$ cat src/rtl/smi_pkg.sv
package smi_pkg;
    localparam int DATA_W = 16;
    localparam int ADDR_W = 8;
    localparam int L2_W   = 6;
    localparam int SUMMARY_BIT = 9;

    localparam logic [ADDR_W-1:0] OFS_TOP_MIRROR = 8'h00;
    localparam logic [ADDR_W-1:0] OFS_TOP_CLEAR  = 8'h02;
    localparam logic [ADDR_W-1:0] OFS_L2_MIRROR  = 8'h04;
    localparam logic [ADDR_W-1:0] OFS_L2_CLEAR   = 8'h06;

    typedef enum logic [1:0] {
        RSEL_NONE = 2'd0,
        RSEL_TOP  = 2'd1,
        RSEL_L2   = 2'd2
    } rsel_e;

    typedef enum logic {
        SMI_IDLE   = 1'b0,
        SMI_ACTIVE = 1'b1
    } smi_state_e;
endpackage

$ cat src/rtl/smi_sticky_reg.sv
module smi_sticky_reg #(
    parameter int W = 16
) (
    input  logic         clk,
    input  logic         rst_n,
    input  logic [W-1:0] set_i,
    input  logic         clr_i,
    output logic [W-1:0] q_o
);
    logic [W-1:0] q_r;

    always_ff @(posedge clk or negedge rst_n) begin
        if (!rst_n) begin
            q_r <= '0;
        end else begin
            // clear first, then merge new events so none are lost
            q_r <= (clr_i ? '0 : q_r) | set_i;
        end
    end

    assign q_o = q_r;

    // without a clear no bit ever drops
    p_hold_r2: assert property (@(posedge clk) disable iff (!rst_n)
        !clr_i |=> ((q_o & $past(q_o)) == $past(q_o)));

    // a clear with no new event empties the register
    p_clear_r6: assert property (@(posedge clk) disable iff (!rst_n)
        (clr_i && (set_i == '0)) |=> (q_o == '0));
endmodule

$ cat src/rtl/smi_rd_decode.sv
module smi_rd_decode
    import smi_pkg::*;
(
    input  logic              rd_en_i,
    input  logic [ADDR_W-1:0] rd_addr_i,
    output rsel_e             sel_o,
    output logic              clr_top_o,
    output logic              clr_l2_o
);
    always_comb begin
        sel_o     = RSEL_NONE;
        clr_top_o = 1'b0;
        clr_l2_o  = 1'b0;
        if (rd_en_i) begin
            unique case (rd_addr_i)
                OFS_TOP_MIRROR: sel_o = RSEL_TOP;
                OFS_TOP_CLEAR: begin
                    sel_o     = RSEL_TOP;
                    clr_top_o = 1'b1;
                end
                OFS_L2_MIRROR: sel_o = RSEL_L2;
                OFS_L2_CLEAR: begin
                    sel_o    = RSEL_L2;
                    clr_l2_o = 1'b1;
                end
                default: sel_o = RSEL_NONE;
            endcase
        end
    end
endmodule

$ cat src/rtl/smi_out_fsm.sv
module smi_out_fsm
    import smi_pkg::*;
(
    input  logic clk,
    input  logic rst_n,
    input  logic pending_i,
    output logic smi_n_o
);
    smi_state_e state_q, state_d;

    always_comb begin
        state_d = state_q;
        unique case (state_q)
            SMI_IDLE:   if (pending_i)  state_d = SMI_ACTIVE; // raise
            SMI_ACTIVE: if (!pending_i) state_d = SMI_IDLE;   // release
            default:    state_d = SMI_IDLE;
        endcase
    end

    always_ff @(posedge clk or negedge rst_n) begin
        if (!rst_n) state_q <= SMI_IDLE;
        else        state_q <= state_d;
    end

    always_comb begin
        smi_n_o = (state_q != SMI_ACTIVE);
    end

    // line follows pending status one cycle later
    p_low_r9: assert property (@(posedge clk) disable iff (!rst_n)
        pending_i |=> !smi_n_o);
    p_high_r9: assert property (@(posedge clk) disable iff (!rst_n)
        !pending_i |=> smi_n_o);
endmodule

$ cat src/rtl/smi_status_ctrl.sv
module smi_status_ctrl
    import smi_pkg::*;
(
    input  logic              clk,
    input  logic              rst_n,
    input  logic [1:0]        tmr_evt,
    input  logic [2:0]        utrap_evt,
    input  logic              pci_trap_evt,
    input  logic [DATA_W-1:0] top_evt,
    input  logic              rd_en,
    input  logic [ADDR_W-1:0] rd_addr,
    output logic [DATA_W-1:0] rd_data,
    output logic              smi_n
);
    localparam logic [DATA_W-1:0] SUM_MASK = DATA_W'(1) << SUMMARY_BIT;

    logic [L2_W-1:0]   l2_set, l2_q;
    logic [DATA_W-1:0] top_set, top_q;
    logic              clr_top, clr_l2, pending;
    rsel_e             sel;

    assign l2_set  = {pci_trap_evt, utrap_evt, tmr_evt};
    assign top_set = (top_evt & ~SUM_MASK) | ({DATA_W{|l2_set}} & SUM_MASK);

    smi_rd_decode u_dec (
        .rd_en_i   (rd_en),
        .rd_addr_i (rd_addr),
        .sel_o     (sel),
        .clr_top_o (clr_top),
        .clr_l2_o  (clr_l2)
    );

    smi_sticky_reg #(.W(DATA_W)) u_top (
        .clk   (clk),
        .rst_n (rst_n),
        .set_i (top_set),
        .clr_i (clr_top),
        .q_o   (top_q)
    );

    smi_sticky_reg #(.W(L2_W)) u_l2 (
        .clk   (clk),
        .rst_n (rst_n),
        .set_i (l2_set),
        .clr_i (clr_l2),
        .q_o   (l2_q)
    );

    assign pending = (|top_q) | (|l2_q);

    smi_out_fsm u_fsm (
        .clk       (clk),
        .rst_n     (rst_n),
        .pending_i (pending),
        .smi_n_o   (smi_n)
    );

    always_comb begin
        unique case (sel)
            RSEL_TOP: rd_data = top_q;
            RSEL_L2:  rd_data = {{(DATA_W-L2_W){1'b0}}, l2_q};
            default:  rd_data = '0;
        endcase
    end

    p_summary_r3: assert property (@(posedge clk) disable iff (!rst_n)
        (|l2_set) |=> top_q[SUMMARY_BIT]);

    p_mirror_r5: assert property (@(posedge clk) disable iff (!rst_n)
        (rd_en && rd_addr == OFS_TOP_MIRROR && top_set == '0) |=> $stable(top_q));

    p_unmapped_r8: assert property (@(posedge clk) disable iff (!rst_n)
        (rd_en && rd_addr != OFS_TOP_MIRROR && rd_addr != OFS_TOP_CLEAR &&
         rd_addr != OFS_L2_MIRROR && rd_addr != OFS_L2_CLEAR &&
         top_set == '0 && l2_set == '0) |=> ($stable(top_q) && $stable(l2_q)));

    p_collide_r10: assert property (@(posedge clk) disable iff (!rst_n)
        (clr_top && top_set[0]) |=> top_q[0]);
endmodule

$ cat config.mk
export PLATFORM = sky130hd
export DESIGN_NAME = smi_status_ctrl
export DESIGN_NICKNAME = d
export VERILOG_FILES = /design/src/rtl/smi_pkg.sv /design/src/rtl/smi_sticky_reg.sv /design/src/rtl/smi_rd_decode.sv /design/src/rtl/smi_out_fsm.sv /design/src/rtl/smi_status_ctrl.sv
export SDC_FILE = /design/constraint.sdc
export NUM_CORES = 1
export LEC_CHECK = 0
export ABC_AREA = 1
export BUFFER_PORTS_ARGS = -buffer_cell sky130_fd_sc_hd__clkbuf_2
export CAP_MARGIN = 20
export CORE_MARGIN = 10
export CORE_UTILIZATION = 40
export CTS_CLUSTER_DIAMETER = 60
export DETAILED_ROUTE_END_ITERATION = 10
export PLACE_DENSITY = 0.79
export SYNTH_ARGS = -nofsm -noshare
export SYNTH_HDL_FRONTEND = slang
export SYNTH_SLANG_ARGS = --single-unit
$ cat constraint.sdc
create_clock -name clk -period 1.9 [get_ports clk]
set_input_delay 0.38 -clock clk [delete_from_list [all_inputs] [get_ports clk]]
set_output_delay 0.38 -clock clk [all_outputs]
set_load 0.05 [all_outputs]
== Word-level counts from Yosys, hierarchy flattened ==
Index checks and enable logic that the tools add are counted.
Storage, ports and cells
  input bits: 33
  register bits after elaboration: 23
  output and inout bits: 17
Operators by class
  bitwise operators: 5
  equality and inequality tests: 5
  muxes and demuxes: 10
  reduce and logical (&&, ||, !) cells: 6
Operators by type and width (count)
  one-hot mux 16 bit (2 select lines): 1
  equality test 8 x 3 -> 1 bit (second input constant): 2
  two-way mux 16 bit: 1
  OR 16 x 10 -> 16 bit: 1
  OR 16 bit: 1
  OR reduction 16 bit: 1
  OR reduction 6 bit: 2
  equality test 8 x 2 -> 1 bit (second input constant): 1
  zero test 8 bit: 1
  two-way mux 6 bit: 1
  OR 6 bit: 1
  two-way mux 1 bit: 5
  one-hot mux 2 bit (2 select lines): 1
  OR reduction 2 bit: 2
  equality test 2 x 1 -> 1 bit (second input constant): 1
  equality test 2 bit (second input constant): 1
  two-way mux 2 bit: 1
  inverter 1 bit: 1
  OR 1 bit: 1

== Depth between registers and ports, before layout ==
Gate-level depths: netlist (run 1).
  depth in word-level cells: 6
  gate-level depth with buffers: 9

== Modules after synthesis ==
Synthesis (run 1) repeated with hierarchy kept, for this count alone.
Unflattened totals
  cell total of the unflattened synthesis: 184
  area, all modules: 1233.7 um2
By module, submodules not included
  smi_sticky_reg (u_top): area each 598.1 um2, instances 1, cells each 66
  smi_status_ctrl: area each 294.0 um2, instances 1, cells each 68
  smi_sticky_reg (u_l2): area each 221.5 um2, instances 1, cells each 25
  smi_rd_decode: area each 91.3 um2, instances 1, cells each 23
  smi_out_fsm: area each 28.8 um2, instances 1, cells each 2

== Worst setup path after synthesis (run 1) ==
No wires, ideal clock.
  path kind: input-to-output
  from: input port rd_addr[7]
  to: output port rd_data[0]
  path buffers: 2
  setup slack: -0.555 ns
  stages: 8
  arrival: 2.075 ns
  data required time: 1.520 ns
  cell sequence: nor2_2 > nand3_2 > buf_6 > nor2_2 > ha_1 > clkbuf_1 > nand2_1 > a21oi_1
On the way
  longest elaborated chain between the ends: 6
  elaborated cells between the ends (all ways): 11
  classes of those cells: eq/ne: 5; mux: 3; reduce/logical: 3
RTL lines
  from (decl): RTL line smi_status_ctrl.sv:11  | input logic [ADDR_W-1:0] rd_addr,
  equality test 8 x 3 -> 1 bit, or another cell as far along: RTL line smi_rd_decode.sv:15  | unique case (rd_addr_i)
  OR reduction 2 bit (no source line)
  one-hot mux 2 bit (2 select lines) *: RTL line smi_rd_decode.sv:15
  two-way mux 2 bit *: RTL line smi_rd_decode.sv:14  | if (rd_en_i) begin
  equality test 2 bit / equality test 2 x 1 -> 1 bit (equally long branches): RTL line smi_status_ctrl.sv:59  | unique case (sel)
  one-hot mux 16 bit (2 select lines) *: RTL line smi_status_ctrl.sv:59
  to (decl): RTL line smi_status_ctrl.sv:12  | output logic [DATA_W-1:0] rd_data,
Mark *: on every way between the ends. The rest lies on a longest branch, timed or not.

== Worst setup path after layout (run 1) ==
  from: input port rd_addr[6]
  to: output port rd_data[8]
The elaborated chain is that of the path after synthesis.

==> impl_results.md, run 1 <==
* GR Util met2 at 21.4%
* Worst-Skew Late Latency at 0.31 ns
* Hold WC Path Type: input port to asynchronous set/reset pin
* Final std cells w/o fill at 291
* First-pass GRT wire length at 6.07 mm
* Clock sinks at 23
* Post-synth top area cell: dfrtp_1
* Area Overhead vs Synth at 78.8%
* Initial antenna violation count at 0
* CP required at 1.52 ns
* CP Data Arrival Time at 1.62 ns
* Failing checks: negative setup slack
* Worst Skew at 0.00210 ns
* Rows at 20
* M1 GR Usage at 14.1%
* Critical path capture point type: output port
* Netlist cell types at 17
* Pre-Repair DR Iteration Count at 4
* Max-Cap Viols at 0
* Reg2reg end: u_fsm.state_q
* R2r setup slk at 0.90 ns
* Initial Util at 41.6%
* ANT cells at 0
* Num CTS Buffers at 3
* Period utilization at 105%
* Worst VDD drop at 0.300 mV
* LEAKAGE at 0.926 nW
* Chip width at 76.3 um
* Post-layout util at 74.3%
* WL final at 3.85 mm
* Slew headroom at 62.2%
* Largest net degree at the start of global routing at 24
* Iter 0 DRT Violations at 70
* Status: finished, violations left
* Antenna viol nets, final at 0
* Power Density at 372 nW/um^2
* Wire length per cell at 13.2 um
* Clk slew on worst S/H paths at 0.13 ns
* Post-Syn Instances at 181
* Vias at 1331
* H-tree depth at 1
* Largest cells by area after synthesis: dfrtp_1, nand2_1, inv_1, o21ai_1, nor2_1
* Worst reg2reg path depth at 4
* CP startpoint kind: input port
* Die Y-Extent at 76.3 um
* Fraction of layout cells with a size suffix above 1 at 47.8%
* I/O pins at 50
* Tot Pwr at 0.000844 W
* GRT Overall Usage at 12.3%
* Post-synthesis net count at 216
* Syn Area/Cell at 7.01 um^2
* Final Max Tran Viols at 0
* WS Path Type: input port to output port
* Final Hold Viols at 0
* Syn. warnings at 0
* CP Max Fanout at 8
* Maximum clock rate at 0.500 GHz
* Placed cell count at 280
* Yosys reg bits at 23
* IO buf count at 48
* TritonCTS clock tree: yes
* # fillers at 223
* Post-synth top area share at 45.4%
* Core Footprint at 3050 um^2
* Vias per inst at 4.57
* DPL Wire Length at 2.88 mm
* RD Place Congestion at 0.747
* Setup TNS after final layout at -1.23 ns
* Die ar. at 5820 um^2
* GR Overflow Total at 0
* Nets at 283
* Clk buf depth at 2
* Busiest grt layer: met2
* # setup viols final at 16
* Met3 GRT Util at 3.07%
* Final worst slack at -0.0988 ns
* Worst-Margin Slew at 0.567 ns
* Root Buffer: clkbuf_4
* R2R Path Start: u_top.q_o[10]
* Tmin final at 2.00 ns
* Vias in the first global route at 1397
* Seq/Total Area, Yosys at 45.4%
* Syn Std Cell Area at 1270 um^2
* DRC viols at 0
* RSZ-0062 raised after global routing: true
* Hold Buf Count CTS at 0
[kinds of logic (layout without fill, tap and decap cells)]
group,Yosys count,count (layout),share of synthesized area (%)
buffers and inverters,46,112,14.9
flip-flops,23,23,45.4
adder cells (fa/ha/maj),2,2,1.97
AO/OA/AOI/OAI,22,22,8.68
AND/OR/NAND/NOR,88,88,29.1
[cell usage after synthesis]
cell,n
a21oi_1,6
buf_2,1
buf_6,2
clkbuf_1,1
dfrtp_1,23
ha_1,2
inv_1,38
inv_2,4
nand2_1,61
nand3_1,2
nand3_2,1
nand3_4,1
nand4_1,2
nor2_1,16
nor2_2,4
nor3_1,1
o21ai_1,16
[where the power goes]
part	switching [W]	total, W	leakage (nW)	internal (W)
combinational	0.0000607	0.000117	0.707	0.0000567
sequential	0.00000122	0.000492	0.201	0.000491
clock	0.000156	0.000235	0.0177	0.0000787
total	0.000218	0.000844	0.926	0.000626
[sequential cells by signal, indices dropped and copies added, names as in the netlist]
name	count
u_top.q_o	16
u_l2.q_o	6
u_fsm.state_q	1
[worst max-delay path, cell delays in order]
cell,delay (ns)
buf_8,0.10
inv_4,0.05
nand2_4,0.05
nor2_4,0.10
nand4_1,0.12
buf_4,0.17
ha_4,0.17
buf_12,0.15
nand2_4,0.06
clkinvlp_4,0.09
buf_12,0.15
[placed cells by master, fill, tap and decap left out, types with 9 or more instances in the layout]
master,count
buf_12,18
buf_4,15
clkbuf_2,30
clkinvlp_4,9
dfrtp_1,23
inv_1,27
nand2_1,43
nand2_4,16
nor2_1,15
o21ai_1,16
[metrics by stage]
stage	instance area, um^2	setup WS, ns	hold slack [ns]
floorplan	1550	-0.0453	0.0844
global placement	2130	-0.131	0.383
detailed placement	2130	-0.206	0.397
CTS	2230	-0.111	0.0513
global route	2270	-0.153	0.0628
finish	2270	-0.0988	0.0300
[layer usage]
| layer | part of all wire [%] | routed length, um |
|---|---|---|
| met5 | 0 | 0 |
| met1 | 40 | 1550 |
| met4 | 1.1 | 43 |
| met3 | 6.1 | 236 |
| met2 | 52 | 2020 |
[cell type report]
cell class	count	area (um^2)	share of cell area, %
timing repair buffer	66	664	29.3
clock inverter	1	5.00	0.221
tap	44	55.1	2.43
sequential	23	576	25.4
inverter	42	199	8.77
clock buffer	3	22.5	0.993
multi-input combinational	112	747	32.9
[how the worst max path moves through the flow]
| stage | from | end | slack (ns) | cells past startpoint |
|---|---|---|---|---|
| 6_report | rd_addr[6] | rd_data[8] | -0.1 | 11 |
| 5_1_grt | rd_addr[6] | rd_data[0] | -0.15 | 10 |
| 4_1_cts | rd_addr[4] | rd_data[8] | -0.11 | 11 |
| 3_5_place_dp | rd_addr[7] | rd_data[3] | -0.21 | 10 |
| 3_3_place_gp | rd_addr[7] | rd_data[4] | -0.13 | 10 |
| 2_1_floorplan | rd_addr[7] | rd_data[10] | -0.05 | 9 |
[repair_timing]
action / CTS / global route
setup endpoints to repair: 16 / 16
setup buffers: 6 / 1
pin swaps: 5 / 4
endpoints found under the hold margin: 0 / 0
resized for setup: 8 / 10
(Power assumes the default switching activity.)
==> run 2, diff against run 1 <==
- CORE_UTILIZATION: 40 -> 38
- PLACE_DENSITY: 0.79 -> 0.76
==> run 2 against run 1 <==
Via count rose by 0.53%. Non-clock buffer count up 1. Total power increased by 0.86%. Design area grew 2.0%. Sequential share of layout area fell by 0.51 points. The run still ends with negative setup slack left. Register-to-register slack gained 0.03 ns. Sequential power about the same. Combinational power rose by 14%. Maximum frequency is 0.41% lower. Critical endpoint is now rd_data[15].
==> impl_results.md, run 2 (synthesis results as in run 1) <==
* Max-Cap Viols at 0 (unchanged)
* Final std cells w/o fill at 292 (was 291)
* Final Max Tran Viols at 0 (unchanged)
* Period utilization at 106% (was 105%)
* GRT Overall Usage at 12.6% (was 12.3%)
* Initial Util at 40.6% (was 41.6%)
* IO buf count at 48 (unchanged)
* Chip width at 77.8 um (was 76.3 um)
* Tmin final at 2.01 ns (was 2.00 ns)
* Num CTS Buffers at 3 (unchanged)
* Worst Skew at 0.00287 ns (was 0.00210 ns)
* H-tree depth at 1 (unchanged)
* Area Overhead vs Synth at 82.4% (was 78.8%)
* CP required at 1.52 ns (about the same)
* Power Density at 368 nW/um^2 (was 372 nW/um^2)
* Commonest non-fill, non-tap cell in the layout: nand2_1 (unchanged)
* # setup viols final at 16 (unchanged)
* Initial antenna violation count at 0 (unchanged)
* CP Data Arrival Time at 1.63 ns (was 1.62 ns)
* CP Max Fanout at 3 (was 8)
* Vias at 1338 (was 1331)
* Cell area after placement at 2080 um^2 (was 2130 um^2)
* Worst-Margin Slew at 0.574 ns (was 0.567 ns)
* TritonCTS clock tree: yes (unchanged)
* Hold slack final at 0.0371 ns (was 0.0300 ns)
* Status: finished, violations left (unchanged)
* Placed cell count at 277 (was 280)
* Hold WC Path Type: input port to asynchronous set/reset pin (unchanged)
* Antenna viol nets, final at 0 (unchanged)
* RD Place Congestion at 0.755 (was 0.747)
* Wire length per cell at 13.5 um (was 13.2 um)
* Clk slew on worst S/H paths at 0.12 ns (was 0.13 ns)
* Max FFs per register at 16 (unchanged)
* Switching Share at 24.9% (was 25.8%)
* Worst VDD drop at 0.356 mV (was 0.300 mV)
* Final worst slack at -0.107 ns (was -0.0988 ns)
* Critical path capture point type: output port (unchanged)
* Clk buf depth at 2 (unchanged)
* Vias in the first global route at 1420 (was 1397)
* # fillers at 219 (was 223)
* First-pass GRT wire length at 6.36 mm (was 6.07 mm)
* Vias per inst at 4.58 (was 4.57)
* Iter 0 DRT Violations at 117 (was 70)
* RSZ-0062 raised after global routing: true (unchanged)
* ANT cells at 0 (unchanged)
* Slew headroom at 61.8% (was 62.2%)
* Int Power at 0.000639 W (was 0.000626 W)
* WS Path Type: input port to output port (unchanged)
* Critical path startpoint: rd_addr[6] (unchanged)
* P_sw at 0.000212 W (was 0.000218 W)
* Die ar. at 6050 um^2 (was 5820 um^2)
* R2R Path Start: u_top.q_o[0] (was u_top.q_o[10])
* Final Hold Viols at 0 (unchanged)
* Seq pwr share at 57.8% (was 58.3%)
* Nets at 284 (was 283)
* I/O pins at 50 (unchanged)
* Hold Buf Count CTS at 0 (unchanged)
* DRC viols at 0 (unchanged)
* Setup TNS after final layout at -1.47 ns (was -1.23 ns)
* DPL Wire Length at 2.84 mm (was 2.88 mm)
* WL final at 3.94 mm (was 3.85 mm)
* Cell area after layout at 2310 um^2 (was 2270 um^2)
* Clock sinks at 23 (unchanged)
* Die Y-Extent at 77.8 um (was 76.3 um)
* Clock power share at 26.6% (was 27.8%)
* Root Buffer: clkbuf_4 (unchanged)
* CP startpoint kind: input port (unchanged)
* LEAKAGE at 0.935 nW (was 0.926 nW)
* Failing checks: negative setup slack (unchanged)
* Pre-Repair DR Iteration Count at 4 (unchanged)
* Rows at 20 (unchanged)
* Largest net degree at the start of global routing at 24 (unchanged)
* GR Overflow Total at 0 (unchanged)
* Worst-Skew Late Latency at 0.31 ns (about the same)
* Comb power frac at 15.7% (was 13.9%)
* Maximum clock rate at 0.498 GHz (was 0.500 GHz)
* Fraction of layout cells with a size suffix above 1 at 48.4% (was 47.8%)
* Most frequent cells in the layout: nand2_1, clkbuf_2, inv_1 (unchanged)
* Core Footprint at 3130 um^2 (was 3050 um^2)
* Post-layout util at 74.0% (was 74.3%)
run 2: cell type report:
type	count	area, um^2	share of cell area [%]
clock buffer	4	26.3	1.14
inverter	42	204	8.81
sequential	23	576	24.9
multi-input combinational	112	764	33.0
tap	44	55.1	2.38
timing repair buffer	67	689	29.8
run 2: through the flow:
step / power [W] / setup WS (ns)
2_1_floorplan: 0.000539 / -0.0453
3_3_place_gp: 0.000597 / -0.158
3_5_place_dp: 0.000599 / -0.196
4_1_cts: 0.000851 / -0.0817
5_1_grt: 0.000889 / -0.171
6_report: 0.000851 / -0.107
run 2: final timing paths:
path,end,slack [ns],cells past startpoint
min in group clk,u_top.q_o[0],0.24,3
min,u_top.q_o[7],0.04,1
min reg2reg,u_l2.q_o[2],0.52,2
max,rd_data[15],-0.11,11
max reg2reg,u_fsm.state_q,0.93,4
max in group asynchronous,u_top.q_o[3],1.49,1
run 2: per-layer routing:
layer / part of all wire [%] / global-route usage (%)
met5: 0 / 0
met4: 0.84 / 2.19
met2: 54 / 23.8
met3: 6.3 / 3.80
met1: 39 / 13.6
run 2: what timing repair did:
item                                    CTS  global route
endpoints found under the setup margin   16            16
buffers inserted                         11             0
gates resized for setup                  15            15
pin swaps                                 8             9
gates cloned                              0             0
run 2: critical path, cell delays in order:
cell	delay [ns]
buf_8	0.11
inv_4	0.05
nand2_4	0.04
nor2_4	0.11
nand4_1	0.13
buf_4	0.18
ha_4	0.18
buf_4	0.16
nand2_4	0.06
clkinvlp_4	0.09
buf_12	0.15
run 2: power by group through the flow:
stage / Clock [W] / Sequential [W] / Combinational [W]
2_1_floorplan: 0 / 0.000501 / 0.0000384
3_3_place_gp: 0 / 0.000501 / 0.0000957
3_5_place_dp: 0 / 0.000501 / 0.0000984
4_1_cts: 0.000239 / 0.000492 / 0.000120
5_1_grt: 0.000250 / 0.000492 / 0.000147
6_report: 0.000226 / 0.000492 / 0.000133
